==> src/rtl/tmr_pkg.sv <==
`timescale 1ns/1ps
package tmr_pkg;
  typedef struct packed {
    logic tick;
    logic underflow;
  } chStrobe_t;

  localparam int FLAG_BIT = 8;
  localparam int IE_BIT   = 5;
endpackage

==> src/rtl/tmr_chan_ctl.sv <==
`timescale 1ns/1ps
module tmr_chan_ctl
  import tmr_pkg::*;
#(
  parameter int PRE_DIV = 4
) (
  input  logic      clk,
  input  logic      rstN,
  input  logic      run,
  input  logic      countIsZero,
  output chStrobe_t strb
);
  localparam int PRE_W = (PRE_DIV > 1) ? $clog2(PRE_DIV) : 1;
  localparam logic [PRE_W-1:0] PRE_LAST = PRE_W'(PRE_DIV - 1);

  logic [PRE_W-1:0] preCnt;

  always_ff @(posedge clk) begin
    if (!rstN || !run) preCnt <= '0;
    else if (preCnt == PRE_LAST) preCnt <= '0;
    else preCnt <= preCnt + 1'b1;
  end

  assign strb.tick      = run && (preCnt == PRE_LAST);
  assign strb.underflow = strb.tick && countIsZero;

  generate
    if (PRE_DIV > 1) begin : g_spacing
      AST_TICK_SPACING: assert property (@(posedge clk) disable iff (!rstN)
        strb.tick |=> !strb.tick);
    end
  endgenerate

  AST_STOP_NO_TICK: assert property (@(posedge clk) disable iff (!rstN)
    !run |=> !strb.tick);
endmodule

==> src/rtl/tmr_chan_data.sv <==
`timescale 1ns/1ps
module tmr_chan_data
  import tmr_pkg::*;
#(
  parameter int CNT_W = 32,
  parameter int CTL_W = 16
) (
  input  logic             clk,
  input  logic             rstN,
  input  chStrobe_t        strb,
  input  logic             constWr,
  input  logic             countWr,
  input  logic             ctrlWr,
  input  logic [CNT_W-1:0] wdata,
  output logic [CNT_W-1:0] constReg,
  output logic [CNT_W-1:0] countReg,
  output logic [CTL_W-1:0] ctrlReg,
  output logic             countIsZero,
  output logic             irq
);
  localparam logic [CTL_W-1:0] FLAG_MASK = CTL_W'(1) << FLAG_BIT;

  logic [CTL_W-1:0] ctlBits;
  logic             flag;

  always_ff @(posedge clk) begin
    if (!rstN) constReg <= '0;
    else if (constWr) constReg <= wdata;
  end

  always_ff @(posedge clk) begin
    if (!rstN) countReg <= '0;
    else if (countWr) countReg <= wdata;
    else if (strb.underflow) countReg <= constReg;
    else if (strb.tick) countReg <= countReg - 1'b1;
  end

  always_ff @(posedge clk) begin
    if (!rstN) ctlBits <= '0;
    else if (ctrlWr) ctlBits <= wdata[CTL_W-1:0] & ~FLAG_MASK;
  end

  always_ff @(posedge clk) begin
    if (!rstN) flag <= 1'b0;
    else if (strb.underflow) flag <= 1'b1;
    else if (ctrlWr && !wdata[FLAG_BIT]) flag <= 1'b0;
  end

  assign countIsZero = (countReg == '0);
  assign ctrlReg     = ctlBits | (flag ? FLAG_MASK : '0);
  assign irq         = flag && ctlBits[IE_BIT];

  AST_RELOAD: assert property (@(posedge clk) disable iff (!rstN)
    strb.underflow && !countWr |=> countReg == $past(constReg));
  AST_FLAG_SET: assert property (@(posedge clk) disable iff (!rstN)
    strb.underflow |=> ctrlReg[FLAG_BIT]);
  AST_NO_SW_SET: assert property (@(posedge clk) disable iff (!rstN)
    !ctrlReg[FLAG_BIT] && !strb.underflow |=> !ctrlReg[FLAG_BIT]);
  AST_DECREMENT: assert property (@(posedge clk) disable iff (!rstN)
    strb.tick && !countIsZero && !countWr |=> countReg == $past(countReg) - 1'b1);
endmodule

==> src/rtl/tmr_unit.sv <==
`timescale 1ns/1ps
module tmr_unit
  import tmr_pkg::*;
#(
  parameter int NUM_CH    = 3,
  parameter int CNT_W     = 32,
  parameter int CTL_W     = 16,
  parameter int PRE_DIV   = 4,
  parameter int ADDR_W    = 6,
  parameter int CH_BASE   = 8,
  parameter int CH_STRIDE = 12
) (
  input  logic              clk,
  input  logic              rstN,
  input  logic              busWr,
  input  logic [ADDR_W-1:0] busAddr,
  input  logic [CNT_W-1:0]  busWdata,
  output logic [CNT_W-1:0]  busRdata,
  output logic [NUM_CH-1:0] irq
);
  localparam logic [ADDR_W-1:0] OUTCTL_OFF = ADDR_W'(0);
  localparam logic [ADDR_W-1:0] START_OFF  = ADDR_W'(4);

  logic [7:0]       outCtlReg;
  logic [7:0]       startReg;
  logic [CNT_W-1:0] constQ [NUM_CH];
  logic [CNT_W-1:0] countQ [NUM_CH];
  logic [CTL_W-1:0] ctrlQ  [NUM_CH];

  always_ff @(posedge clk) begin
    if (!rstN) begin
      outCtlReg <= '0;
      startReg  <= '0;
    end else if (busWr) begin
      if (busAddr == OUTCTL_OFF) outCtlReg <= busWdata[7:0];
      if (busAddr == START_OFF)  startReg  <= busWdata[7:0];
    end
  end

  generate
    for (genvar ch = 0; ch < NUM_CH; ch++) begin : g_ch
      localparam logic [ADDR_W-1:0] BASE = ADDR_W'(CH_BASE + CH_STRIDE * ch);
      chStrobe_t strb;
      logic      zero;

      tmr_chan_ctl #(.PRE_DIV(PRE_DIV)) u_ctl (
        .clk        (clk),
        .rstN       (rstN),
        .run        (startReg[ch]),
        .countIsZero(zero),
        .strb       (strb)
      );

      tmr_chan_data #(.CNT_W(CNT_W), .CTL_W(CTL_W)) u_data (
        .clk        (clk),
        .rstN       (rstN),
        .strb       (strb),
        .constWr    (busWr && busAddr == BASE),
        .countWr    (busWr && busAddr == BASE + ADDR_W'(4)),
        .ctrlWr     (busWr && busAddr == BASE + ADDR_W'(8)),
        .wdata      (busWdata),
        .constReg   (constQ[ch]),
        .countReg   (countQ[ch]),
        .ctrlReg    (ctrlQ[ch]),
        .countIsZero(zero),
        .irq        (irq[ch])
      );
    end
  endgenerate

  always_comb begin
    busRdata = '0;
    if (busAddr == OUTCTL_OFF) busRdata = CNT_W'(outCtlReg);
    if (busAddr == START_OFF)  busRdata = CNT_W'(startReg);
    for (int i = 0; i < NUM_CH; i++) begin
      if (busAddr == ADDR_W'(CH_BASE + CH_STRIDE * i))     busRdata = constQ[i];
      if (busAddr == ADDR_W'(CH_BASE + CH_STRIDE * i + 4)) busRdata = countQ[i];
      if (busAddr == ADDR_W'(CH_BASE + CH_STRIDE * i + 8)) busRdata = CNT_W'(ctrlQ[i]);
    end
  end
endmodule

==> config.mk <==
export PLATFORM = sky130hd
export DESIGN_NAME = tmr_unit
export DESIGN_NICKNAME = d
export VERILOG_FILES = /design/src/rtl/tmr_pkg.sv /design/src/rtl/tmr_chan_ctl.sv /design/src/rtl/tmr_chan_data.sv /design/src/rtl/tmr_unit.sv
export SDC_FILE = /design/constraint.sdc
export NUM_CORES = 1
export LEC_CHECK = 0
export BUFFER_PORTS_ARGS = -buffer_cell sky130_fd_sc_hd__buf_2
export CAP_MARGIN = 5
export CORE_MARGIN = 3
export CORE_UTILIZATION = 49
export CTS_CLUSTER_DIAMETER = 200
export DETAILED_ROUTE_END_ITERATION = 12
export PLACE_DENSITY = 0.8
export RECOVER_POWER = 25
export SYNTH_ARGS = -nofsm -noshare
export SYNTH_HDL_FRONTEND = slang
export SYNTH_SLANG_ARGS = --single-unit
==> constraint.sdc <==
create_clock -name clk -period 2.59 [get_ports clk]
set_input_delay 0 -clock clk [delete_from_list [all_inputs] [get_ports clk]]
set_output_delay 0 -clock clk [all_outputs]
set_load 0.01 [all_outputs]
* After elaboration in Yosys (flattened, before gate mapping)
Cells that the tools add are included.
** Word-level totals
- Flip-flop bits (word level) :: 262
- Input port bits :: 41
- Output and inout bits :: 35
** Cells by class
- $add $sub $neg :: 6
- Equal/unequal tests :: 13
- Muxes and demuxes :: 29
- Bitwise operators :: 3
- Reduce and logical (&&, ||, !) cells :: 44
** Operators by type and width (number)
- $mux 32 :: 19
- $logic_not 32->1 :: 3
- $sub 32x1->32 const B :: 3
- $or 16x16->16 :: 3
- $mux 9 :: 3
- $eq 6x5->1 const B :: 4
- $logic_and 1x1->1 :: 21
- $eq 6x6->1 const B :: 3
- $eq 6x4->1 const B :: 2
- $reduce_bool 3->1 :: 3
- $mux 8 :: 1
- $add 2x1->2 const B :: 3
- $eq 2x2->1 const B :: 3
- $eq 6x3->1 const B :: 1
- $logic_not 6->1 :: 1
- $mux 1 :: 6
- $reduce_bool 2->1 :: 3
- $reduce_or 2->1 :: 3
- $logic_not 1->1 :: 5
- $reduce_and 2->1 :: 2
- $logic_or 1x1->1 :: 3

* Depth between registers and ports, before layout
Gate-level depths: netlist of run 1.
- Word-level depth :: 12
- Mapped depth :: 9

* By module
A second synthesis of run 1 with hierarchy kept.
** Unflattened totals
- Cells, all modules :: 1945
- Area total of the unflattened synthesis :: 15944.0 sq um
** By module, submodules not included
- tmr_chan_data :: times used 3, cells an instance 505, area each 4205.3 sq um, seq. area each 1601.5 sq um
- tmr_unit :: times used 1, cells an instance 409, area each 3054.2 sq um, seq. area each 320.3 sq um
- tmr_chan_ctl :: times used 3, cells an instance 7, area each 91.3 sq um, seq. area each 40.0 sq um

* Worst setup path after synthesis of run 1
No wires, ideal clock.
- Path kind :: register to register
- Start point :: register g_ch[2].u_data.countReg[4]
- End point :: register g_ch[2].u_data.countReg[21]
- Setup time :: 0.132 ns
- Arrival time :: 2.333 ns
- Data required time :: 2.458 ns
- Slack :: 0.125 ns
- Cell stages (with the launch flop) :: 9
- Path buffers :: 3
- Period minus slack after synthesis :: 2.465 ns
- Cells stage by stage :: dfxtp_1 buf_6 or4_1 buf_2 or4_4 buf_6 or4_4 xor2_1 o221ai_2
** On the way
- Word-level cells in the longest chain between the ends :: 4
- Elaborated cells on any way between the ends :: 7
** Ends and longest elaborated chain
- from (decl) :: RTL line tmr_chan_data.sv:16 : output logic [CNT_W-1:0] countReg,
- from (signal assigned) :: RTL line tmr_chan_data.sv:33 : else if (countWr) countReg <= wdata;
- from (signal assigned) :: RTL line tmr_chan_data.sv:34 : else if (strb.underflow) countReg <= constReg;
- from (signal assigned) :: RTL line tmr_chan_data.sv:35 : else if (strb.tick) countReg <= countReg - 1'b1;
- $sub 32x1->32 / $logic_not 32->1 (equally long branches) :: RTL line tmr_chan_data.sv:35, tmr_chan_data.sv:49
- $mux 32 / $logic_and 1x1->1 (equally long branches) :: RTL line tmr_chan_data.sv:35, tmr_chan_ctl.sv:25
- $mux 32 :: RTL line tmr_chan_data.sv:34
- $mux 32 :: RTL line tmr_chan_data.sv:33
Several ways; a longest one is shown, not always the timed one. The select of a mux whose other input is x is not followed.
A chain may end at the register's enable or synchronous reset.

* Final worst setup path of run 1
- Start point :: register g_ch[2].u_data.countReg[0]
- End point :: register g_ch[2].u_data.countReg[18]
Same word-level chain as after synthesis.

==> impl_results.md, run 1 <==
- Htree depth: 1
- Worst-Margin Slew: 1.18 ns
- HPWL Detailed: 37900 µm
- Vias in the first global route: 14733
- Initial core utilization: roughly 50%
- CTS Buf Count: 30
- Post-synth ARST share: 0%
- Via count: 16041
- Worst-path fanout max: 9
- Fin Setup TNS: 0 ns
- Max Root-Sink Buffers: 3
- Final hold vios: 0
- Critical Path End Type: flip-flop
- Commonest non-fill, non-tap cell in the layout: nand2_1
- Largest net degree at the start of global routing: 116
- Yosys cell types: 73
- Antenna viol nets, final: 0
- Antenna cell count: 0
- Final instance area: 17300 µm²
- Layout Skew: approximately 0.016 ns
- Fraction of layout cells with a size suffix above 1: 13.4%
- Overall routing resource usage: 32.8%
- Yosys warnings: 0
- Num ports: 76
- Outcome: finished, violations left
- Minimum clock period: around 2.5 ns
- HP Class: input port to flip-flop
- Reg-to-reg setup timing slack: between 0.1 and 0.15 ns
- Net Count, Synth: 2009
- Routed WL per cell: 23.0 µm
- Num rows: 63
- Top FF cell, synth: dfxtp_1
- Max layer used: met4
- Worst setup SP type: flip-flop
- Maximum clock frequency: roughly 400 MHz
- RSZ-0062 raised after global routing: no
- Synth Instances: approximately 2000
- Core Region: between 20000 and 30000 µm²
- Die Y: 180 µm
- Count of input and output buffers: 75
- Wire length of the first global-routing pass: 86500 µm
- Number of synthesized flops with an enable pin: 0
- 1st-iter DRT viols: ~2300
- Register area share after synthesis: 35.2%
- Layout Area Growth over Synthesis: 16.1%
- Max-slew violations: 0
- Total grt overflow: 0
- IR drop worst, VDD: just under 500 µV
- Met3 WL post-DR: 5960 µm
- Clock latency on the worst-skew pair: about 0.58 ns
- Clk Tree Root Cell: clkbuf_16
- Commonest non-fill, non-tap cells in the layout: nand2_1 (360), dfxtp_1 (262), a21oi_1 (177)
- Die area: 32500 µm²
- Routed wire length: 56000 µm
- CTS sink count: about 260
- Metal2 WL: 24000 µm
- Vias per cell: about 6.6
- Cell Pwr Density: 543 nW/µm²
- Leak: 0.00686 µW
- Die X: 180 µm
- Met1 wire length: 22700 µm
- Worst path required time: 3.08 ns
- CP arrival: 2.97 ns
- Placer Congestion: 0.964
- Initial antenna violation count: 1
- Placed Area: 15900 µm²
- Flop and latch count out of synthesis: 262
- Layout Nets: approximately 2100
- DRC viols: 1
- Failing checks: design-rule violations
- Post-Syn Area: 14900 µm²
- TritonRoute pass-1 iters: 10
- Final hold slack: 0.301 ns
- Average size of a mapped cell: about 7.6 µm²
- Setup CP Type: flip-flop to flip-flop
- Setup violations, final: 0
- Clk pin slew, worst setup/hold paths: ~0.060 ns
- Relative slew slack: 20.7%
- CTS tree: yes
- Max Cap Viol: 0
- Final period utilization: 95.9%
-- synth_stat cells (all sizes together) (6+ instances only) --
| library cell | instances | area, µm² |
|---|---|---|
| a21oi | 177 | 886 |
| a221o | 7 | 70.1 |
| a22o | 7 | 61.3 |
| a22oi | 83 | 623 |
| a31oi | 47 | 294 |
| a32o | 7 | 70.1 |
| and2 | 64 | 400 |
| and3 | 32 | 200 |
| buf | 31 | 163 |
| clkbuf | 164 | 619 |
| dfxtp | 262 | 5250 |
| ha | 9 | 113 |
| inv | 13 | 48.8 |
| mux2 | 7 | 78.8 |
| mux2i | 45 | 450 |
| mux4 | 7 | 158 |
| nand2 | 360 | 1350 |
| nand3 | 47 | 235 |
| nand4 | 13 | 81.3 |
| nor2 | 103 | 387 |
| nor3 | 54 | 275 |
| nor3b | 6 | 45.0 |
| nor4 | 34 | 238 |
| nor4b | 7 | 73.8 |
| o211ai | 11 | 82.6 |
| o21a | 11 | 82.6 |
| o21ai | 81 | 405 |
| o221ai | 13 | 120 |
| o22ai | 36 | 225 |
| o31a | 9 | 78.8 |
| o31ai | 16 | 120 |
| o32ai | 33 | 289 |
| o41ai | 6 | 52.6 |
| or3 | 15 | 93.8 |
| or4 | 26 | 203 |
| xnor2 | 28 | 245 |
| xor2 | 13 | 114 |
-- registers in the layout (all words and copies together) (netlist names) --
signal,count
g_ch.u_ctl.preCnt,6
g_ch.u_data.constReg,96
g_ch.u_data.countReg,96
g_ch.u_data.ctlBits,45
g_ch.u_data.flag,3
outCtlReg,8
startReg,8
-- per-layer routing --
layer	track usage (%)	vias to the layer above
met4	16.2	0
met2	49.3	1082
met1	46.3	7484
met5	0	-
met3	4.72	185
li1	-	7290
-- worst max-delay path: stages (launching register included) --
cell and delay [ns]:
dfxtp_1 0.36, inv_1 0.12, ha_1 0.20, or3b_2 0.46
or4_1 0.57, or3_1 0.37, and3_1 0.19, o22ai_1 0.14
-- power breakdown --
part	internal [µW]	leakage, µW	switching (µW)	total [µW]
Sequential	4050	0.00211	18.8	4060
Combinational	241	0.00422	461	703
Clock	2800	0.000528	1820	4630
-- logic make-up (layout without fill, tap and decap cells) --
group | count (synthesis) | in the layout | synth area share (%)
compound gates | 590 | 590 | 25.9
fa+ha+maj | 9 | 9 | 0.756
xor+xnor | 41 | 41 | 2.41
mux | 59 | 59 | 4.61
flops | 262 | 262 | 35.2
simple gates | 790 | 790 | 25.6
buf+inv | 208 | 291 | 5.58
-- path summary, 6_finish.rpt --
kind                                  to  cells past startpoint                  startpoint
max          g_ch[2].u_data.countReg[18]                      7  g_ch[2].u_data.countReg[0]
min            g_ch[0].u_data.ctlBits[1]                      5                       busWr
max reg2reg  g_ch[2].u_data.countReg[18]                      7  g_ch[2].u_data.countReg[0]
min reg2reg      g_ch[0].u_ctl.preCnt[0]                      1     g_ch[0].u_ctl.preCnt[0]
-- cell type report --
| cell class | instances | area [µm²] |
|---|---|---|
| repair buffers | 224 | 1590 |
| fillers | 2711 | 12500 |
| clock inverters | 18 | 260 |
| flip-flops and latches | 262 | 5250 |
| well taps | 390 | 488 |
| inverters | 13 | 53.8 |
| clock buffers | 36 | 803 |
| multi-input cells | 1489 | 8860 |
-- timing repair --
action | in CTS | in global routing
hold buffers | 34 | 0
resized for setup | 0 | 4
buffers inserted | 0 | 1
endpoints found under the setup margin | 0 | 7
hold endpoints to repair | 232 | 0
-- per-stage QoR --
step           setup WS [ns]  std cells  utilization [%]  power (µW)
3_3_place_gp           0.186       2343             53.3        4790
5_1_grt              0.00249       2432             58.1        9630
4_1_cts                0.120       2431             58.1        9400
2_1_floorplan          0.125       1959                -        4530
6_report               0.106       2432             58.1        9400
3_5_place_dp           0.148       2343             53.3        4790
Power figures use the tool's default switching activity.
==> run 2, diff against run 1 <==
RECOVER_POWER = 50   (was 25)
SLEW_MARGIN = 20   (was not set)
==> run 2 against run 1 <==
  * Wire length increased by 0.30%
  * Cell count unchanged
  * Clock skew decreased by 0.00072 ns
  * Hold slack got worse by 0.0090 ns
  * Sequential power about the same
  * Fmax decreased by 0.79%
  * Setup slack got worse by 0.020 ns
  * The flow finishes with violations (max-capacitance violations, max-slew violations)
  * Sequential cell count unchanged
  * Die area unchanged
  * Highest routed layer unchanged
  * Sequential share of layout area about the same
  * Cell area about the same
==> impl_results.md, run 2 (synthesized netlist as in run 1, its figures left out) <==
- Final period utilization: approximately 97%
- Via count: 16221
- Worst path bufs/invs: 4
- CTS Buf Count: 30
- Max-slew violations: 95
- Most frequent CP cell: buf_4
- Failing checks: max-capacitance violations, max-slew violations
- Clk network pwr share: 49.3%
- RSZ-0062 raised after global routing: no
- Layout Area Growth over Synthesis: 16.1%
- Sequential power share: 43.2%
- Vias in the first global route: 14733
- Worst-Margin Slew: 2.03 ns
- HP Class: input port to flip-flop
- CTS sink count: 262
- Wire length of the first global-routing pass: 86500 µm
- HPWL Detailed: 37900 µm
- Largest net degree at the start of global routing: 116
- Commonest non-fill, non-tap cell in the layout: nand2_1
- Critical Path End Type: primary output
- CP max-delay cell: nor2b_1
- Logic pwr share: 7.5%
- Layout Skew: 0.0150 ns
- Antenna viol nets, final: 0
- Die area: 32500 µm²
- Placer Congestion: roughly 0.96
- Largest registers: g_ch.u_data.constReg x96, g_ch.u_data.countReg x96, g_ch.u_data.ctlBits x45
- CP arrival: 2.50 ns
- Pint: 7090 µW
- Final hold vios: 0
- Die X: 180 µm
- CTS tree: yes
- Initial core utilization: 50.0%
- TritonRoute pass-1 iters: 9
- Num ports: 76
- Core Region: between 20000 and 30000 µm²
- Fin Setup TNS: 0 ns
- Sw Ratio: between 20% and 30%
- Leak: between 0.006 and 0.007 µW
- Placed Cells: 2343
- Clock latency on the worst-skew pair: about 0.57 ns
- CP peak stage delay: 0.66 ns
- Clk Tree Root Cell: clkbuf_16
- Cell Pwr Density: ~540 nW/µm²
- Max Root-Sink Buffers: 3
- Relative slew slack: -35.2%
- Count of input and output buffers: 75
- Clk pin slew, worst setup/hold paths: 0.06 ns
- DRC viols: 0
- Minimum clock period: 2.50 ns
- 1st-iter DRT viols: approximately 2400
- Total grt overflow: 0
- Routed wire length: ~56000 µm
- IR drop worst, VDD: 497 µV
- Antenna cell count: 0
- Fraction of layout cells with a size suffix above 1: roughly an eighth
- CP Cell Sequence: clkbuf_1 > nor2b_1 > buf_4 > and2_1 > buf_4 > a22oi_1 > nand3_1 > buf_2
- Max Cap Viol: 1
- Overall routing resource usage: 32.8%
- Htree depth: 1
- Top Family by Delay on Critical Path: buffers and inverters
- Num rows: 63
- Maximum clock frequency: 399 MHz
- Sw Pwr: ~2300 µW
- Layout Nets: 2070
- Outcome: finished, violations left
- Worst-path fanout max: 12
- Worst setup SP type: input port
- Worst path required time: 2.59 ns
- Final cell count without fillers: 2432
- Setup CP Type: input port to primary output
- Initial antenna violation count: 1
- Routed WL per cell: between 20 and 25 µm
- Vias per cell: 6.67
- Die Y: 180 µm
- Commonest non-fill, non-tap cells in the layout: nand2_1 (360), dfxtp_1 (262), a21oi_1 (177)
- Setup violations, final: 0
-- run 2: changes by cell type in the layout (fill, tap and decap cells not counted), sizes merged --
cell and change:
clkbuf +2, buf -2
-- run 2: power groups by stage --
stage | Clock [µW] | Sequential, µW | Combinational [µW]
3_5_place_dp | 0 | 4150 | 639
3_3_place_gp | 0 | 4150 | 633
5_1_grt | 4830 | 4060 | 741
2_1_floorplan | 0 | 4150 | 388
4_1_cts | 4660 | 4060 | 682
6_report | 4640 | 4060 | 703
-- run 2: worst paths after layout --
kind / slack [ns] / endpoint / start / depth (start not counted)
min: 0.29 / g_ch[0].u_data.ctlBits[1] / busWr / 5
min reg2reg: 0.43 / g_ch[0].u_ctl.preCnt[0] / g_ch[0].u_ctl.preCnt[0] / 1
max: 0.09 / busRdata[26] / busAddr[3] / 8
max reg2reg: 0.10 / g_ch[2].u_data.countReg[18] / g_ch[2].u_data.countReg[0] / 7
-- run 2: timing repair --
item	in CTS	in global routing
hold endpoints to repair	232	0
setup buffers	0	1
hold buffers	34	0
setup endpoints to repair	0	7
gates resized for setup	0	4
-- run 2: stage by stage --
step                total power (µW)  setup WS, ns  instance area [µm²]  utilization (%)  hold slack [ns]
detailed placement              4790         0.148                15900             53.3            0.336
finish                          9400        0.0864                17300             58.1            0.292
floorplan                       4530         0.125                14900                -            0.136
CTS                             9400         0.120                17300             58.1            0.262
global placement                4790         0.186                15900             53.3            0.329
global route                    9630       0.00249                17300             58.1            0.291
-- run 2: area by class of cell --
type                       count  area, µm²
sequential                   262       5250
clock buffer                  36        803
multi-input combinational   1489       8870
fill                        2710      12500
tap                          390        488
inverter                      13       53.8
clock inverter                18        260
timing repair buffer         224       1580
-- run 2: tightest hold or removal path, delay by kind of cell --
kind | cells | cell delay, ns
AO/OA/AOI/OAI | 1 | 0.12
AND/OR/NAND/NOR | 2 | 0.20
buffers and inverters | 2 | 0.49
-- run 2: layer usage --
metal,vias up,track usage [%],part of all wire [%]
met4,0,16.2,5.8
met5,-,0,0
met1,7647,46.3,41
met2,1117,49.3,43
li1,7283,-,-
met3,174,4.72,11
